### src/rtl/rfi_state_restore.sv
module rfi_state_restore (
  input  logic        req_i,
  input  logic [63:0] cur_state_i,
  input  logic [63:0] save_addr_i,
  input  logic [63:0] save_state_i,
  output logic [63:0] new_state_o,
  output logic        state_vld_o,
  output logic [63:0] next_pc_o,
  output logic        pc_vld_o
);
  localparam int W        = 64;
  localparam int HYP      = W - 1 - 3;
  localparam int MCHK     = W - 1 - 51;
  localparam int USER     = W - 1 - 49;
  localparam int EXT_EN   = W - 1 - 48;
  localparam int ITR_EN   = W - 1 - 58;
  localparam int DTR_EN   = W - 1 - 59;
  localparam int TS_HI    = W - 1 - 29;
  localparam int TS_LO    = W - 1 - 31;
  localparam int RSA_HI   = W - 1 - 33;
  localparam int RSA_LO   = W - 1 - 36;
  localparam int RSB_HI   = W - 1 - 42;
  localparam int RSB_LO   = W - 1 - 47;

  logic        user_mode;
  logic        hold_ts;
  logic [63:0] restored;

  assign user_mode = save_state_i[USER];
  assign hold_ts   = (cur_state_i[TS_HI:TS_LO] == 3'b010) &&
                     (save_state_i[TS_HI:TS_LO] == 3'b000);

  always_comb begin
    restored                = save_state_i;
    restored[HYP]           = cur_state_i[HYP];
    restored[MCHK]          = cur_state_i[HYP] ? save_state_i[MCHK] : cur_state_i[MCHK];
    restored[TS_HI:TS_LO]   = hold_ts ? cur_state_i[TS_HI:TS_LO] : save_state_i[TS_HI:TS_LO];
    restored[RSA_HI:RSA_LO] = '0;
    restored[RSB_HI:RSB_LO] = '0;
    restored[EXT_EN]        = save_state_i[EXT_EN] | user_mode;
    restored[ITR_EN]        = save_state_i[ITR_EN] | user_mode;
    restored[DTR_EN]        = save_state_i[DTR_EN] | user_mode;
  end

  assign new_state_o = req_i ? restored : '0;
  assign next_pc_o   = req_i ? {save_addr_i[63:2], 2'b00} : '0;
  assign state_vld_o = req_i;
  assign pc_vld_o    = req_i;
endmodule

### config.mk
export PLATFORM = sky130hd
export DESIGN_NAME = rfi_state_restore
export DESIGN_NICKNAME = d
export VERILOG_FILES = /design/src/rtl/rfi_state_restore.sv
export SDC_FILE = /design/constraint.sdc
export NUM_CORES = 1
export LEC_CHECK = 0
export ABC_CLOCK_PERIOD_IN_PS = 1400
export BUFFER_PORTS_ARGS = -buffer_cell sky130_fd_sc_hd__buf_2
export CORE_AREA = 3 3 124 126
export DETAILED_ROUTE_END_ITERATION = 6
export DIE_AREA = 0 0 127 129
export PLACE_DENSITY = 0.41
export SETUP_SLACK_MARGIN = 0.4
export SLEW_MARGIN = 40
export SYNTH_ARGS = -nofsm -noshare
export SYNTH_HDL_FRONTEND = slang
export SYNTH_SLANG_ARGS = --single-unit
### constraint.sdc
create_clock -name vclk -period 1.4
set_clock_uncertainty 0.2 [all_clocks]
set_input_delay 0.42 -clock vclk [all_inputs]
set_output_delay 0.42 -clock vclk [all_outputs]
set_load 0.05 [all_outputs]
======== After elaboration in Yosys (flattened, before gate mapping) ========
Index checks and enable logic that the tools add are counted.
storage, ports and cells
  output and inout bits ................... 130
  bits of input ports ..................... 193
  register bits after elaboration ......... 0
  word-level logic and storage cells ...... 10
operators by class
  multiplexer cells ....................... 4
  bitwise logic cells ..................... 3
  equality and inequality tests ........... 1
  reduce and logical (&&, ||, !) cells .... 2
operators with widths
  kind                count
  $mux 64             2
  $eq 3x2->1 const B  1
  $logic_not 3->1     1
  $mux 3              1
  $or 1x1->1          3
  $logic_and 1x1->1   1
  $mux 1              1

======== Longest topological paths before layout ========
  word-level depth ........................ 4
  depth in mapped cells ................... 3
  depth with buffers taken out ............ 2

======== Worst setup path after synthesis ========
OpenSTA, ideal clock, no wires.
  path kind ............................... input to output
  start ................................... in req_i
  end ..................................... out new_state_o[12]
  stages .................................. 2
  data required time ...................... 0.780 ns
  arrival ................................. 1.235 ns
  path buffers ............................ 1
  slack ................................... -0.455 ns
  cell sequence ........................... buf_6 > nor2b_1
between the ends
  cells in the longest elaborated chain, start to end .. 1
RTL lines
  element             RTL line  RTL
  start: declaration  2         input logic req_i,
  $mux 64             45        assign new_state_o = req_i ? restored : '0;
  end: declaration    6         output logic [63:0] new_state_o,
Every way passes these cells.

======== Final worst setup path ========
  start ................................... in req_i
  end ..................................... out new_state_o[33]
Same word-level chain as after synthesis.

==> out/metrics.cfg <==
[setup_path]
critPathLaunchType=input port
crit_required_ns=0.78
crit_type=in -> out
endpoint_kind=output pin
arrival_ns=1.09
crit_fanout=8

[logic_synthesis]
synthXorXnorAreaFrac_pct=0
synth_compound_area_share_pct=3.32
yosysUniqueCellTypes=12
synth_warnings=0
synthAdderAreaFrac_pct=0
synth_top_family_by_area=simple AND/OR/NAND/NOR gates
yosysSeqAreaShare_pct=0
syn_inst=146
synth-simple-area-share_pct=76.6
synthMuxAreaShare_pct=1.06
syn_area_um2=941
syn-mean-instance-area_um2=6.44

[sta]
fin_crit_sh_pct=122
fin_tns_setup_ns=-27.07
setup_slack_ns=-0.306
final-max-slew-violation-count=0
max_freq_mhz=586
setup_violations=118
hold_viol_final=0
rsz0062_at_grt=yes
min_period_ns=1.71

[min_path]
min-delay-path-class=in -> out

[drt]
ant_nets=0
vias=1854
first_pass_iters=4
drc=0
routed_wl_um=7150
viasPerCell=3.29
wl_per_cell_um=12.7
drt_iter0_drc=17

[status]
status=complete, but fails checks
violations=negative setup slack

[global_routing]
gr-usage-all-layers_pct=7.65
grt_pass1_vias=2064
grt_max_degree=34
gr-total-overflow=0
antenna_found_initial=0
grt_pass1_wl_um=10300

[die]
die_h_um=129
pin_count=323
die_area_um2=16400
initial_utilization_pct=6.52
coreArea_um2=14400
die_x_um=127
num_rows=44

[clock_tree]
cts-hold-fix-buffers=0

[place]
io_buffers=239
dp_cells=556
hpwl_um=4790
gp_congestion=0.798

[pwr]
power_density_nw_per_um2=485
ir_worst_vdd_mv=0.196
p_leak_nw=2.02

[finish]
final_common_cell=buf_2
seq_cells=0
stdcell_count=564
fin_nets=575
fillCellCount=1490
clkbuf_count=0
final-seq-area_um2=0
drive_above_1_share_pct=96.6
syn2layout_area_growth_pct=318
most-common-layout-cells=buf_2 (118), and2_4 (107), buf_8 (87)
final_core_util_pct=27.2
diodes=0

[job]
drv_cap=0

==> metal layers <==
metal  share of wire (%)  track usage (%)  vias up
met5                   0                0        -
li1                    -                -      882
met2                  61             16.5      132
met1                  30             7.89      840
met4                   0                0        0
met3                 8.8             1.58        0
==> synthesized netlist by cell type <==
cell      count  share of area [%]
o21a_1        3                2.4
buf_6         1                1.2
nor2b_1       1               0.67
nor3b_1       1               0.80
mux2i_1       1                1.1
buf_2         5                2.7
buf_4        17                 14
conb_1        1               0.40
clkbuf_1      3                1.2
a22o_1        1               0.93
nor3b_2       1                1.3
and2_1      111                 74
==> per-stage QoR <==
stage | total power [mW] | cell area [um2] | hold slack (ns) | setup WS [ns]
after floorplan | 1.12 | 1420 | 0.748 | -0.172
after global placement | 1.41 | 2610 | 1.01 | -0.516
after detailed placement | 1.41 | 2610 | 1.01 | -0.546
after CTS | 1.85 | 3790 | 0.977 | -0.315
after global routing | 1.98 | 3930 | 0.985 | -0.316
final | 1.91 | 3930 | 0.976 | -0.306
==> critical path: stages <==
cell and delay [ns]:
buf_16 0.13, buf_16 0.14, a22o_4 0.24, buf_8 0.15
==> path summary, 6_finish.rpt <==
check | startpoint | endpoint | slack [ns] | cells past startpoint
worst max-delay path | req_i | new_state_o[33] | -0.31 | 4
worst min-delay path | save_addr_i[23] | next_pc_o[23] | 0.98 | 3
==> power breakdown <==
part	leakage, nW	internal (mW)	switching, mW
Sequential	0	0	0
Combinational	2.02	0.872	1.04
Clock	0	0	0
==> layout make-up <==
class / instances / area, um2 / share of cell area [%]
Multi-Input combinational cell: 131 / 1130 / 28.7
Timing Repair Buffer: 249 / 2570 / 65.4
Tap cell: 184 / 230 / 5.86
==> cell families after synthesis <==
| group | Yosys count |
|---|---|
| AND/OR/NAND/NOR | 114 |
| buffers and inverters | 26 |
| AO/OA/AOI/OAI | 4 |
| multiplexers | 1 |
| other | 1 |
==> repair_timing <==
item                       CTS  global route
resized for setup          307            36
pin swaps                    5             3
cloned                       6             0
buffers inserted             2             0
setup endpoints to repair  118           118
Note: power is estimated with default switching activity, not from simulation.
